`src/rtl/mrc_pkg.sv`:
```
package mrc_pkg;

    localparam int NPORT    = 4;
    localparam int PERM_W   = 3 * NPORT;
    localparam int TURN_W   = 2 * NPORT;
    localparam int CFG_DW   = PERM_W;

    typedef enum logic [1:0] {
        DIR_N = 2'd0,
        DIR_E = 2'd1,
        DIR_S = 2'd2,
        DIR_W = 2'd3
    } dir_e;

    typedef enum logic [1:0] {
        CFG_PERM = 2'd0,
        CFG_CONN = 2'd1,
        CFG_TURN = 2'd2,
        CFG_ESC  = 2'd3
    } cfg_sel_e;

    typedef struct packed {
        logic [PERM_W-1:0] perm;
        logic [TURN_W-1:0] turn_ok;
        logic [NPORT-1:0]  conn;
        logic [1:0]        escape;
    } route_cfg_t;

endpackage

```
`src/rtl/mrc_cfg_regs.sv`:
```
module mrc_cfg_regs
    import mrc_pkg::*;
(
    input  logic              clk,
    input  logic              rst_n,
    input  logic              we,
    input  logic [1:0]        sel,
    input  logic [CFG_DW-1:0] wdata,
    output route_cfg_t        cfg
);

    route_cfg_t cfg_d, cfg_q;

    always_comb begin
        cfg_d = cfg_q;
        if (we) begin
            case (sel)
                CFG_PERM: cfg_d.perm    = wdata[PERM_W-1:0];
                CFG_CONN: cfg_d.conn    = wdata[NPORT-1:0];
                CFG_TURN: cfg_d.turn_ok = wdata[TURN_W-1:0];
                default:  cfg_d.escape  = wdata[1:0];
            endcase
        end
    end

    always_ff @(posedge clk or negedge rst_n) begin
        if (!rst_n) cfg_q <= '0;
        else        cfg_q <= cfg_d;
    end

    assign cfg = cfg_q;

endmodule

```
`src/rtl/mrc_compare.sv`:
```
module mrc_compare
    import mrc_pkg::*;
#(
    parameter int ROW_W = 3,
    parameter int COL_W = 3
) (
    input  logic [ROW_W-1:0] cur_row,
    input  logic [COL_W-1:0] cur_col,
    input  logic [ROW_W-1:0] dst_row,
    input  logic [COL_W-1:0] dst_col,
    output logic [NPORT-1:0] toward,
    output logic [NPORT-1:0] hop,
    output logic             here
);

    logic [ROW_W-1:0] up_dist, down_dist;
    logic [COL_W-1:0] right_dist, left_dist;

    always_comb begin
        up_dist    = cur_row - dst_row;
        down_dist  = dst_row - cur_row;
        right_dist = dst_col - cur_col;
        left_dist  = cur_col - dst_col;

        toward[DIR_N] = dst_row < cur_row;
        toward[DIR_S] = dst_row > cur_row;
        toward[DIR_E] = dst_col > cur_col;
        toward[DIR_W] = dst_col < cur_col;

        hop[DIR_N] = toward[DIR_N] && (up_dist    == ROW_W'(1));
        hop[DIR_S] = toward[DIR_S] && (down_dist  == ROW_W'(1));
        hop[DIR_E] = toward[DIR_E] && (right_dist == COL_W'(1));
        hop[DIR_W] = toward[DIR_W] && (left_dist  == COL_W'(1));

        here = (dst_row == cur_row) && (dst_col == cur_col);
    end

endmodule

```
`src/rtl/mrc_port_gate.sv`:
```
module mrc_port_gate
    import mrc_pkg::*;
#(
    parameter int P = 0
) (
    input  logic [NPORT-1:0] toward,
    input  logic [NPORT-1:0] hop,
    input  logic             reach,
    input  logic [2:0]       perm,
    input  logic [1:0]       turn_ok,
    output logic             pick
);

    // ports 0 and 2 turn toward E/W, ports 1 and 3 toward N/S
    localparam int TA = (P % 2 == 0) ? 1 : 0;
    localparam int TB = (P % 2 == 0) ? 3 : 2;

    logic straight, turn_a, turn_b;

    always_comb begin
        straight = toward[P] && !toward[TA] && !toward[TB]
                   && (hop[P] || perm[0]);
        turn_a   = toward[P] && toward[TA]
                   && ((hop[P] && hop[TA]) ? turn_ok[0] : perm[1]);
        turn_b   = toward[P] && toward[TB]
                   && ((hop[P] && hop[TB]) ? turn_ok[1] : perm[2]);
        pick     = reach && (straight || turn_a || turn_b);
    end

endmodule

```
`src/rtl/mesh_route_calc.sv`:
```
module mesh_route_calc
    import mrc_pkg::*;
#(
    parameter int ROW_W = 3,
    parameter int COL_W = 3
) (
    input  logic             clk,
    input  logic             rst_n,
    input  logic             cfg_we,
    input  logic [1:0]       cfg_sel,
    input  logic [11:0]      cfg_wdata,
    input  logic [ROW_W-1:0] cur_row,
    input  logic [COL_W-1:0] cur_col,
    input  logic [ROW_W-1:0] dst_row,
    input  logic [COL_W-1:0] dst_col,
    output logic [3:0]       port_mask,
    output logic             arrived,
    output logic             escape_req,
    output logic [1:0]       escape_port
);

    route_cfg_t       cfg_cur;
    logic [NPORT-1:0] toward, hop, picks;
    logic             here;

    mrc_cfg_regs u_regs (
        .clk   (clk),
        .rst_n (rst_n),
        .we    (cfg_we),
        .sel   (cfg_sel),
        .wdata (cfg_wdata),
        .cfg   (cfg_cur)
    );

    mrc_compare #(.ROW_W(ROW_W), .COL_W(COL_W)) u_cmp (
        .cur_row (cur_row),
        .cur_col (cur_col),
        .dst_row (dst_row),
        .dst_col (dst_col),
        .toward  (toward),
        .hop     (hop),
        .here    (here)
    );

    for (genvar p = 0; p < NPORT; p++) begin : g_port
        mrc_port_gate #(.P(p)) u_gate (
            .toward  (toward),
            .hop     (hop),
            .reach   (cfg_cur.conn[p]),
            .perm    (cfg_cur.perm[3*p +: 3]),
            .turn_ok (cfg_cur.turn_ok[2*p +: 2]),
            .pick    (picks[p])
        );
    end

    always_comb begin
        port_mask   = picks;
        arrived     = here;
        escape_req  = !here && (picks == '0);
        escape_port = cfg_cur.escape;
    end

endmodule

```
`config.mk`:
```
export PLATFORM = sky130hd
export DESIGN_NAME = mesh_route_calc
export DESIGN_NICKNAME = d
export VERILOG_FILES = /design/src/rtl/mrc_pkg.sv /design/src/rtl/mrc_cfg_regs.sv /design/src/rtl/mrc_compare.sv /design/src/rtl/mrc_port_gate.sv /design/src/rtl/mesh_route_calc.sv
export SDC_FILE = /design/constraint.sdc
export NUM_CORES = 1
export LEC_CHECK = 0
export BUFFER_PORTS_ARGS = -buffer_cell sky130_fd_sc_hd__buf_2
export CELL_PAD_IN_SITES_DETAIL_PLACEMENT = 1
export CELL_PAD_IN_SITES_GLOBAL_PLACEMENT = 2
export CORE_ASPECT_RATIO = 1.2
export CORE_MARGIN = 2
export CORE_UTILIZATION = 31
export DETAILED_ROUTE_END_ITERATION = 10
export PLACE_DENSITY_LB_ADDON = 0.1
export RECOVER_POWER = 100
export SLEW_MARGIN = 10
export SYNTH_ARGS = -nofsm -noshare
export SYNTH_HDL_FRONTEND = slang
export SYNTH_SLANG_ARGS = --single-unit
```
`constraint.sdc`:
```
create_clock -name clk -period 2.4 [get_ports clk]
set_input_delay 0.36 -clock clk [delete_from_list [all_inputs] [get_ports clk]]
set_output_delay 0.36 -clock clk [all_outputs]
set_load 0.02 [all_outputs]
```
=== After elaboration in Yosys (flattened, before gate mapping) ===
Cells that the tools add are included.

* $add $sub $neg: 4
* Order comparisons: 4
* Equal/unequal tests: 8
* Multiplexer cells: 8
* Bitwise operators: 1
* Reduce and logical (&&, ||, !) cells: 62

{| class="wikitable"
|+ Operators with widths
! cell !! number
|-
| $logic_and 1x1->1 || 38
|-
| $eq 3x1->1 const B || 4
|-
| $logic_or 1x1->1 || 12
|-
| $sub 3x3->3 || 4
|-
| $mux 1 || 8
|-
| $reduce_and 2->1 || 4
|-
| $eq 3x3->1 || 2
|-
| $gt 3x3->1 || 2
|-
| $lt 3x3->1 || 2
|-
| $logic_not 1->1 || 5
|-
| $logic_not 4->1 || 1
|-
| $reduce_or 3->1 || 1
|-
| $eq 2x1->1 const B || 1
|-
| $eq 2x2->1 const B || 1
|-
| $logic_not 2->1 || 1
|-
| $not 1->1 || 1
|}

* Register bits: 26
* Bits of input ports: 29
* Output and inout port bits: 8
* Word-level logic and storage cells: 91

=== Logic depth before layout (Yosys ltp) ===
Gate-level depths: netlist of run 1.

* Depth after elaboration: 11
* Depth in mapped cells: 9
* Mapped depth without buffers: 9

=== By module ===
A second synthesis of run 1 with hierarchy kept.

* Cell total of the unflattened synthesis: 139
* Area total of the unflattened synthesis: 1626.6 sq um

{| class="wikitable"
|+ By module, submodules not included
! module !! instances !! cells an instance !! area an instance (sq um) !! seq. area each (sq um)
|-
| mrc_cfg_regs || 1 || 57 || 997.2 || 650.6
|-
| mrc_compare || 1 || 40 || 367.9 || 0.0
|-
| mrc_port_gate || 4 || 10 || 62.6 || 0.0
|-
| mesh_route_calc || 1 || 2 || 11.3 || 0.0
|}

=== Least setup slack after synthesis of run 1 ===
No wires, ideal clock.

* Path kind: input-to-output
* Start point: input port dst_row[0]
* End point: output port escape_req
* Arrival: 2.507 ns
* Data required time: 2.040 ns
* Slack: -0.467 ns
* Stages: 8
* Path buffers: 0
* Cell sequence: inv_1 > ha_1 > fa_1 > nand2b_1 > nor4b_2 > o21ai_1 > o311a_1 > nor4b_2

* Longest elaborated chain between the ends: 11
* Elaborated cells on any way between the ends: 65

{| class="wikitable"
|+ RTL lines
! item !! line !! RTL
|-
| from (decl) || mesh_route_calc.sv:14 || <nowiki>input logic [ROW_W-1:0] dst_row,</nowiki>
|-
| $sub 3x3->3 || mrc_compare.sv:21 || <nowiki>down_dist = dst_row - cur_row;</nowiki>
|-
| $eq 3x1->1 || mrc_compare.sv:31 || <nowiki>hop[DIR_S] = toward[DIR_S] && (down_dist == ROW_W'(1));</nowiki>
|-
| $logic_and 1x1->1 || mrc_compare.sv:31 ||
|-
| $logic_and 1x1->1 || mrc_port_gate.sv:24 || <nowiki>&& ((hop[P] && hop[TA]) ? turn_ok[0] : perm[1]);</nowiki>
|-
| $mux 1 || mrc_port_gate.sv:24 ||
|-
| $logic_and 1x1->1 || mrc_port_gate.sv:24 ||
|-
| $logic_or 1x1->1 || mrc_port_gate.sv:27 || <nowiki>pick = reach && (straight || turn_a || turn_b);</nowiki>
|-
| $logic_or 1x1->1 (*) || mrc_port_gate.sv:27 ||
|-
| $logic_and 1x1->1 (*) || mrc_port_gate.sv:27 ||
|-
| net g_port[2].u_gate.pick || mrc_port_gate.sv:11 || <nowiki>output logic pick</nowiki>
|-
| $logic_not 4->1 (*) || mesh_route_calc.sv:59 || <nowiki>escape_req = !here && (picks == '0);</nowiki>
|-
| $logic_and 1x1->1 (*) || mesh_route_calc.sv:59 ||
|-
| to (decl) || mesh_route_calc.sv:18 || <nowiki>output logic escape_req,</nowiki>
|}

The timed path passes the listed nets; every way through them passes the cells marked *.

=== Worst setup path after layout of run 1 ===
* Start point: input port dst_col[0]
* End point: output port escape_req

* Longest elaborated chain between the ends: 11
* Elaborated cells on any way between the ends: 65

{| class="wikitable"
|+ RTL lines
! item !! line !! RTL
|-
| from (decl) || mesh_route_calc.sv:15 || <nowiki>input logic [COL_W-1:0] dst_col,</nowiki>
|-
| $sub 3x3->3 (on tied branches) || mrc_compare.sv:22, mrc_compare.sv:23 ||
|-
| $eq 3x1->1 (on tied branches) || mrc_compare.sv:32, mrc_compare.sv:33 ||
|-
| $logic_and 1x1->1 (on tied branches) || mrc_compare.sv:32, mrc_compare.sv:33 ||
|-
| $logic_and 1x1->1 (on tied branches) || mrc_port_gate.sv:24, mrc_port_gate.sv:26 ||
|-
| $mux 1 || mrc_port_gate.sv:24 ||
|-
| $logic_and 1x1->1 || mrc_port_gate.sv:24 ||
|-
| $logic_or 1x1->1 (2 in a row) || mrc_port_gate.sv:27 ||
|-
| $logic_and 1x1->1 || mrc_port_gate.sv:27 ||
|-
| $logic_not 4->1 || mesh_route_calc.sv:59 ||
|-
| $logic_and 1x1->1 (*) || mesh_route_calc.sv:59 ||
|}

Mark *: on every way between the ends. The rest lies on a longest branch, timed or not.

==> impl_metrics.env, run 1 <==
export IMPL_final_nets=257
export IMPL_core_area_um2=5230
export IMPL_critPathArrivalTime_ps=2720
export IMPL_whs_ps=321
export IMPL_cts_tree="yes"
export IMPL_skew_ps=0
export IMPL_violations="setup timing"
export IMPL_setup_worst_path_class="in -> out"
export IMPL_ys_flop_type="dfrtp_1"
export IMPL_synth_edff_count=0
export IMPL_finalWirelength_um=4640
export IMPL_yosys_warnings=0
export IMPL_fin_ws_ps=-675
export IMPL_cts_root_buf="clkbuf_8"
export IMPL_crit_required_ps=2040
export IMPL_power_mw=1.39
export IMPL_vias=1368
export IMPL_fmax_ghz=0.325
export IMPL_drc=0
export IMPL_hold_depth=2
export IMPL_setup_viol=5
export IMPL_grt_pass1_vias=1618
export IMPL_diodes=0
export IMPL_ys_async_sr_fraction=1.00
export IMPL_fin_crit_sh=1.28
export IMPL_syn_num_nets=189
export IMPL_clk_path_buf_depth=2
export IMPL_synth_top_cells_by_area="dfrtp_1, mux2_2, ha_1"
export IMPL_crit_path_start_kind="input pin"
export IMPL_totalNegativeSetupSlack_ps=-2200
export IMPL_r2r_cells=1
export IMPL_area_growth_pct=46.0
export IMPL_slew_headroom=0.0607
export IMPL_hold_viol_final=0
export IMPL_vias_per_cell=4.94
export IMPL_die_x_um=70.8
export IMPL_path_clk_slew_ps=80
export IMPL_cap_violations=0
export IMPL_worstMarginPinSlew_ps=1410
export IMPL_rsz0062_at_grt="yes"
export IMPL_initial_utilization=0.318
export IMPL_period_minus_slack_ps=3080
export IMPL_place_hpwl_um=3840
export IMPL_syn_cell_area_um2=1660
export IMPL_numPortBuffers=36
export IMPL_grt_pass1_wl_um=7910
export IMPL_leakage_nw=1.11
export IMPL_gp_congestion=0.813
export IMPL_grt_max_degree=27
export IMPL_cts_buffers=3
export IMPL_clkLatencyLatePin_ps=270
export IMPL_final_common_cell="buf_4"
export IMPL_path_max_fanout=3
export IMPL_synth_top_area_frac=0.392
export IMPL_cts_hold_buffers=0
export IMPL_synth_seq_cells=26
export IMPL_initialDrtViolationCount=39
export IMPL_layout_drive_gt1_share=0.567
export IMPL_num_io_pins=37
export IMPL_dieArea_um2=5960
export IMPL_die_h_um=84.2
export IMPL_ys_types=35
export IMPL_drtPass1Iterations=3
export IMPL_mostFrequentLayoutCells="buf_4, mux2_2, dfrtp_1"
export IMPL_hp_class="in -> reg"
export IMPL_crit_path_end_kind="output port"
export IMPL_gr_usage_all_layers=0.168
export IMPL_ant_nets=0
export IMPL_largest_reg_flops=26
export IMPL_antenna_found_initial=0
export IMPL_htreeDepth=1
export IMPL_clock_sinks=26
export IMPL_post_drt_wl_per_cell_um=16.8
export IMPL_vdd_ir_drop_max_v=0.000310
export IMPL_drv_slew=0
export IMPL_grt_overflow=0
export IMPL_yosysTopAreaCell="dfrtp_1"
export IMPL_p_per_area_nw_per_um2=574
export IMPL_avgSynthCellArea_um2=11.2
export IMPL_seq_area_frac_synth=0.392
export IMPL_rows=29
export IMPL_status="complete, but fails checks"
export IMPL_synthCells=148
[layout make-up]
type	instances	area, um^2
clock buffer	4	55.1
fill	597	2800
sequential	26	651
inverter	10	45.0
tap	62	77.6
timing repair buffer	70	497
multi-input combinational	105	1100
[metal layers]
metal	GRT usage	wire, um	vias to the layer above
met1	0.201	1890	678
met3	0.0156	136	9
met2	0.307	2500	30
li1	-	-	651
met4	0.0617	107	0
met5	0	0	-
[power by group]
part           internal [mW]  switching (mW)
registers              0.521          0.0549
clock network          0.147           0.132
logic                  0.293           0.243
total                  0.961           0.430
[logic make-up (layout without fill, tap and decap cells)]
kind of cell | count (synthesis) | after routing | synth area share
flops | 26 | 26 | 0.392
buf+inv | 17 | 84 | 0.0520
mux | 30 | 30 | 0.200
simple gates | 44 | 44 | 0.161
compound gates | 15 | 15 | 0.0648
fa+ha+maj | 12 | 12 | 0.109
xor+xnor | 4 | 4 | 0.0211
[Yosys cell counts, drive strengths merged (2+ instances only)]
library cell and n:
nor3 2, nand3 6, nand4 5, nor2 6, and3 3, nand2 5, and2 4, inv 10
nand2b 3, o21ai 4, buf 6, mux2i 4, o311a 2, ha 8, nand3b 3, xor2 3
a21oi 4, dfrtp 26, and2b 2, a31oi 2, nor4b 2, fa 4, mux2 26
[through the flow]
stage                     instance area (um^2)  setup slack [ps]  utilization  instances
after CTS                                 2340              -699        0.447        275
after global placement                    2160              -827        0.413        267
final                                     2420              -675        0.464        277
after detailed placement                  2160              -873        0.413        267
after floorplan                           1730              -267            -        148
after global routing                      2420              -756        0.464        277
[worst max-delay path, cell delays in order]
cell,delay (ps)
buf_6,90
buf_6,100
ha_4,140
fa_2,550
nand2b_4,80
nor4b_4,370
mux2i_1,260
o21a_1,220
a31oi_4,120
nor4b_4,230
buf_4,180
[worst paths after layout]
check                          startpoint        endpoint  slack, ps
setup / recovery               dst_col[0]      escape_req       -680
hold / removal              cfg_wdata[10]  u_regs.cfg[24]        320
setup reg to reg           u_regs.cfg[19]  u_regs.cfg[19]       1600
hold reg to reg             u_regs.cfg[1]   u_regs.cfg[1]        510
max in group asynchronous           rst_n  u_regs.cfg[25]       1180
min in group asynchronous           rst_n   u_regs.cfg[0]        400
[repair_timing]
action,in CTS,in global routing
setup buffers,4,3
resized for setup,20,18
setup endpoints to repair,5,5
pin swaps,12,11
gates cloned,0,0
No activity file was read; power rests on OpenSTA's default activity.
==> run 2, diff against run 1 <==
--- a/config.mk
+++ b/config.mk
@@ -17,4 +17,5 @@
 export SLEW_MARGIN = 10
 export SYNTH_ARGS = -nofsm -noshare
 export SYNTH_HDL_FRONTEND = slang
+export SYNTH_HIERARCHICAL = 1
 export SYNTH_SLANG_ARGS = --single-unit
==> constraint.sdc (replaced) <==
create_clock -name clk -period 2.4 [get_ports clk]
set_input_delay 0.12 -clock clk [delete_from_list [all_inputs] [get_ports clk]]
set_output_delay 0.12 -clock clk [all_outputs]
set_load 0.02 [all_outputs]
==> impl_metrics.env, run 2 <==
export IMPL_dieArea_um2=5840
export IMPL_synth_top_cells_by_area="dfrtp_1, mux2_2, ha_1"
export IMPL_violations="setup timing"
export IMPL_leakage_nw=1.05
export IMPL_antenna_found_initial=0
export IMPL_drtPass1Iterations=4
export IMPL_seqPwrFrac=0.425
export IMPL_ys_async_sr_fraction=1.00
export IMPL_place_inst=256
export IMPL_power_share_combinational=0.370
export IMPL_initialDrtViolationCount=18
export IMPL_p_int_uw=934
export IMPL_post_drt_wl_per_cell_um=15.9
export IMPL_ys_flop_type="dfrtp_1"
export IMPL_fin_cells=271
export IMPL_vdd_ir_drop_max_v=0.000414
export IMPL_numPortBuffers=36
export IMPL_clk_path_buf_depth=2
export IMPL_slew_headroom=0.0422
export IMPL_hp_class="in -> reg"
export IMPL_final_common_cell="buf_4"
export IMPL_setup_worst_path_class="in -> out"
export IMPL_gp_congestion=0.823
export IMPL_core_area_um2=5010
export IMPL_switching_share=0.302
export IMPL_cap_violations=0
export IMPL_grt_pass1_wl_um=7160
export IMPL_grt_overflow=0
export IMPL_hold_viol_final=0
export IMPL_avgSynthCellArea_um2=11.7
export IMPL_totalNegativeSetupSlack_ps=-502
export IMPL_p_switching_uw=404
export IMPL_period_minus_slack_ps=2630
export IMPL_synth_common_cells="dfrtp_1, mux2_2, inv_1"
export IMPL_htreeDepth=1
export IMPL_rows=28
export IMPL_drv_slew=0
export IMPL_ant_nets=0
export IMPL_path_clk_slew_ps=80
export IMPL_rsz0062_at_grt="yes"
export IMPL_grt_max_degree=27
export IMPL_die_h_um=83.4
export IMPL_setup_viol=4
export IMPL_synth_top_area_frac=0.400
export IMPL_fmax_ghz=0.381
export IMPL_clkPwrFrac=0.205
export IMPL_initial_utilization=0.325
export IMPL_crit_path_end_kind="output port"
export IMPL_ys_types=29
export IMPL_syn_cell_area_um2=1630
export IMPL_vias=1375
export IMPL_place_hpwl_um=3450
export IMPL_fin_crit_sh=1.09
export IMPL_area_growth_pct=43.2
export IMPL_drc=0
export IMPL_crit_required_ps=2280
export IMPL_gr_usage_all_layers=0.155
export IMPL_grt_pass1_vias=1496
export IMPL_finalWirelength_um=4300
export IMPL_clkLatencyLatePin_ps=260
export IMPL_syn_num_nets=180
export IMPL_layout_drive_gt1_share=0.578
export IMPL_critPathArrivalTime_ps=2510
export IMPL_detailedPlace_worstSlack_ps=-482
export IMPL_synth_seq_cells=26
export IMPL_yosys_warnings=6
export IMPL_die_x_um=70.1
export IMPL_cts_tree="yes"
export IMPL_path_max_fanout=3
export IMPL_largest_reg_flops=26
export IMPL_synthCells=139
export IMPL_skew_ps=0
export IMPL_worstMarginPinSlew_ps=1440
export IMPL_yosysTopAreaCell="dfrtp_1"
export IMPL_cts_buffers=3
export IMPL_diodes=0
export IMPL_p_per_area_nw_per_um2=574
export IMPL_clock_sinks=26
export IMPL_crit_path_start_kind="input pin"
export IMPL_num_io_pins=37
export IMPL_synth_edff_count=0
export IMPL_status="complete, but fails checks"
export IMPL_vias_per_cell=5.07
export IMPL_whs_ps=82.7
export IMPL_cts_root_buf="clkbuf_8"
export IMPL_seq_area_frac_synth=0.400
export IMPL_mostFrequentLayoutCells="buf_4, mux2_2, dfrtp_1"
export IMPL_final_nets=253
export IMPL_fin_ws_ps=-226
run 2: cell types whose count changed in the layout (fill, tap and decap cells not counted), moves of 3 or more:
cell,change
a41oi_2,+4
and3_1,+3
buf_2,+4
mux2i_1,-4
nand2_1,+5
run 2: kinds of logic (layout without fill, tap and decap cells):
| logic type | after synthesis | count (layout) | synth area share |
|---|---|---|---|
| adders and majority gates | 12 | 12 | 0.111 |
| xor gates and xnor gates | 4 | 4 | 0.0215 |
| buffers and inverters | 11 | 82 | 0.0300 |
| muxes | 26 | 26 | 0.180 |
| DFF | 26 | 26 | 0.400 |
| and+or+nand+nor | 41 | 42 | 0.158 |
| AOI/OAI and AO/OA | 19 | 19 | 0.100 |
run 2: worst max-delay path, cell delays in order:
cell,delay [ps]
buf_6,80
inv_4,30
ha_4,150
fa_2,360
xnor2_2,170
nor4b_4,380
a21boi_1,120
o21ai_1,150
a41oi_2,160
or4_4,550
nor2_4,100
buf_6,120
run 2: metal layers:
metal	part of all wire	track usage	wire length, um
met1	0.42	0.186	1790
met3	0.027	0.0146	116
met5	0	0	0
met4	0.018	0.0559	77
met2	0.54	0.282	2310
run 2: power groups by stage:
stage	combinational, mW	clock [mW]	sequential [mW]
after floorplan	0.263	0	0.564
after global placement	0.417	0	0.578
after detailed placement	0.433	0	0.581
after CTS	0.485	0.288	0.572
after global routing	0.541	0.315	0.582
final	0.495	0.274	0.569
run 2: through the flow:
stage                     power, mW  instance area (um^2)  utilization
after CTS                      1.35                  2270        0.454
after floorplan               0.827                  1670            -
after global placement        0.995                  2080        0.415
final                          1.34                  2330        0.465
after detailed placement       1.01                  2080        0.415
after global routing           1.44                  2330        0.465
run 2: path summary, 6_finish.rpt:
check	start	end	slack [ps]	depth (start not counted)
worst min-delay path	cfg_wdata[9]	u_regs/cfg[23]	80	2
worst max-delay path	dst_col[0]	escape_req	-230	12
min in group asynchronous	rst_n	u_regs/cfg[16]	710	2
worst min register to register	u_regs/cfg[6]	u_regs/cfg[6]	510	1
worst max register to register	u_regs/cfg[9]	u_regs/cfg[9]	1610	1
max in group asynchronous	rst_n	u_regs/cfg[18]	850	2
run 2: layout make-up:
class | instances | area [um^2]
clock buffer | 4 | 55.1
inverter | 10 | 40.0
multi-input combinational | 103 | 1050
tap | 60 | 75.1
fill | 556 | 2680
timing repair buffer | 68 | 454
sequential | 26 | 651
run 2: repair_timing:
item,CTS,global route
endpoints found under the setup margin,4,4
cloned,1,0
resized for setup,22,10
hold buffers,1,0
pin swaps,19,17
buffers inserted,5,5
endpoints found under the hold margin,26,0
==> run 3, diff against run 2 <==
--- a/config.mk
+++ b/config.mk
@@ -10,7 +10,7 @@
 export CELL_PAD_IN_SITES_GLOBAL_PLACEMENT = 2
 export CORE_ASPECT_RATIO = 1.2
 export CORE_MARGIN = 2
-export CORE_UTILIZATION = 31
+export CORE_UTILIZATION = 29
 export DETAILED_ROUTE_END_ITERATION = 10
 export PLACE_DENSITY_LB_ADDON = 0.1
 export RECOVER_POWER = 100
==> impl_metrics.env, run 3 (synthesis results as in run 2) <==
export IMPL_ant_nets=0
export IMPL_layout_drive_gt1_share=0.621
export IMPL_place_area_um2=2040
export IMPL_final_nets=253
export IMPL_gr_usage_all_layers=0.155
export IMPL_fmax_ghz=0.374
export IMPL_cts_root_buf="clkbuf_8"
export IMPL_grt_overflow=0
export IMPL_numPortBuffers=36
export IMPL_core_area_um2=5330
export IMPL_worstMarginPinSlew_ps=1430
export IMPL_crit_required_ps=2280
export IMPL_htreeDepth=1
export IMPL_path_depth=14
export IMPL_period_minus_slack_ps=2670
export IMPL_p_per_area_nw_per_um2=596
export IMPL_path_clk_slew_ps=90
export IMPL_vias_per_cell=5.03
export IMPL_fin_ws_ps=-270
export IMPL_skew_ps=0
export IMPL_violations="setup timing"
export IMPL_crit_chain="buf_6, inv_4, ha_4, nor2b_4, a221oi_4, buf_4, nor4b_4, buf_4, nand2_2, nand3_2, a41oi_2, or4_4, nor2_4, buf_6"
export IMPL_clock_sinks=26
export IMPL_place_inst=253
export IMPL_slew_headroom=0.0485
export IMPL_fin_cells=273
export IMPL_rows=29
export IMPL_vias=1372
export IMPL_vdd_ir_drop_max_v=0.000474
export IMPL_finalWirelength_um=4610
export IMPL_grt_pass1_vias=1564
export IMPL_crit_path_start_kind="input pin"
export IMPL_fin_util=0.460
export IMPL_fin_crit_sh=1.11
export IMPL_grt_pass1_wl_um=7520
export IMPL_initialDrtViolationCount=17
export IMPL_drc=0
export IMPL_cp_slowest_cell="or4_4"
export IMPL_antenna_found_initial=0
export IMPL_clk_path_buf_depth=2
export IMPL_dieArea_um2=6230
export IMPL_area_growth_pct=50.9
export IMPL_grt_max_degree=27
export IMPL_cts_buffers=3
export IMPL_crit_family="simple AND/OR/NAND/NOR gates"
export IMPL_drv_slew=0
export IMPL_hold_viol_final=0
export IMPL_diodes=0
export IMPL_final_area_um2=2450
export IMPL_multiInputGateArea_um2=1100
export IMPL_largest_reg_flops=26
export IMPL_final_common_cell="buf_4"
export IMPL_crit_buf_inv=5
export IMPL_gp_congestion=0.806
export IMPL_die_h_um=86.0
export IMPL_setup_worst_path_class="in -> out"
export IMPL_setup_viol=3
export IMPL_seq_area_um2=651
export IMPL_place_hpwl_um=3500
export IMPL_initial_utilization=0.305
export IMPL_final_fill_count=601
export IMPL_cts_tree="yes"
export IMPL_path_max_fanout=6
export IMPL_totalNegativeSetupSlack_ps=-377
export IMPL_num_io_pins=37
export IMPL_hold_depth=2
export IMPL_clkLatencyLatePin_ps=270
export IMPL_critPathArrivalTime_ps=2550
export IMPL_hp_class="in -> reg"
export IMPL_status="complete, but fails checks"
export IMPL_rsz0062_at_grt="yes"
export IMPL_leakage_nw=1.08
export IMPL_cpPeakStageDelay_ps=580
export IMPL_post_drt_wl_per_cell_um=16.9
export IMPL_r2r_cells=1
export IMPL_die_x_um=72.4
export IMPL_drtPass1Iterations=3
export IMPL_crit_path_end_kind="output port"
export IMPL_cap_violations=0
export IMPL_mostFrequentLayoutCells="buf_4, mux2_2, dfrtp_1"
==> run 3: changes by cell type in the layout (fill, tap and decap cells not counted), sizes merged <==
cell and change:
clkbuf -1, buf +1, and4b -1, bufinv +1
==> run 3: metal layers <==
| metal | vias to the layer above | GRT usage | part of all wire |
|---|---|---|---|
| li1 | 651 | - | - |
| met1 | 689 | 0.180 | 0.40 |
| met2 | 26 | 0.291 | 0.56 |
| met3 | 6 | 0.0153 | 0.029 |
| met5 | - | 0 | 0 |
| met4 | 0 | 0.0532 | 0.013 |
==> run 3: path summary, 6_finish.rpt <==
| kind | startpoint | to | slack, ps |
|---|---|---|---|
| worst min register to register | u_regs/cfg[1] | u_regs/cfg[1] | 510 |
| min in group asynchronous | rst_n | u_regs/cfg[0] | 700 |
| max in group asynchronous | rst_n | u_regs/cfg[12] | 860 |
| worst max register to register | u_regs/cfg[5] | u_regs/cfg[5] | 1610 |
| worst min-delay path | cfg_wdata[10] | u_regs/cfg[24] | 80 |
| worst max-delay path | cur_row[2] | escape_req | -270 |
==> run 3: timing repair <==
action                                 in CTS  in global routing
gates cloned                                0                  0
endpoints found under the hold margin      26                  0
setup buffers                               8                  9
setup endpoints to repair                   4                  5
hold buffers                                1                  0
resized for setup                          29                 30
pin swaps                                   8                 17
==> run 3: report_power, final <==
group	internal, mW	leakage, nW	switching (mW)	total (mW)
combinational	0.290	0.734	0.241	0.531
sequential	0.521	0.308	0.0487	0.569
clock	0.223	0.0357	0.139	0.363
==> run 3: area by class of cell <==
cell class              instances  area share
multi-input cells             102       0.448
flip-flops and latches         26       0.265
repair buffers                 69       0.209
well taps                      62      0.0316
inverters                      10      0.0173
clock buffers                   3      0.0168
clock inverters                 1      0.0122
==> run 3: metrics by stage <==
stage | power, mW | hold slack [ps] | worst slack [ps]
2_1_floorplan | 0.827 | -176 | -241
3_3_place_gp | 0.989 | 144 | -298
3_5_place_dp | 1.01 | 156 | -380
4_1_cts | 1.44 | 67.1 | -237
5_1_grt | 1.55 | 74.0 | -360
6_report | 1.46 | 75.4 | -270
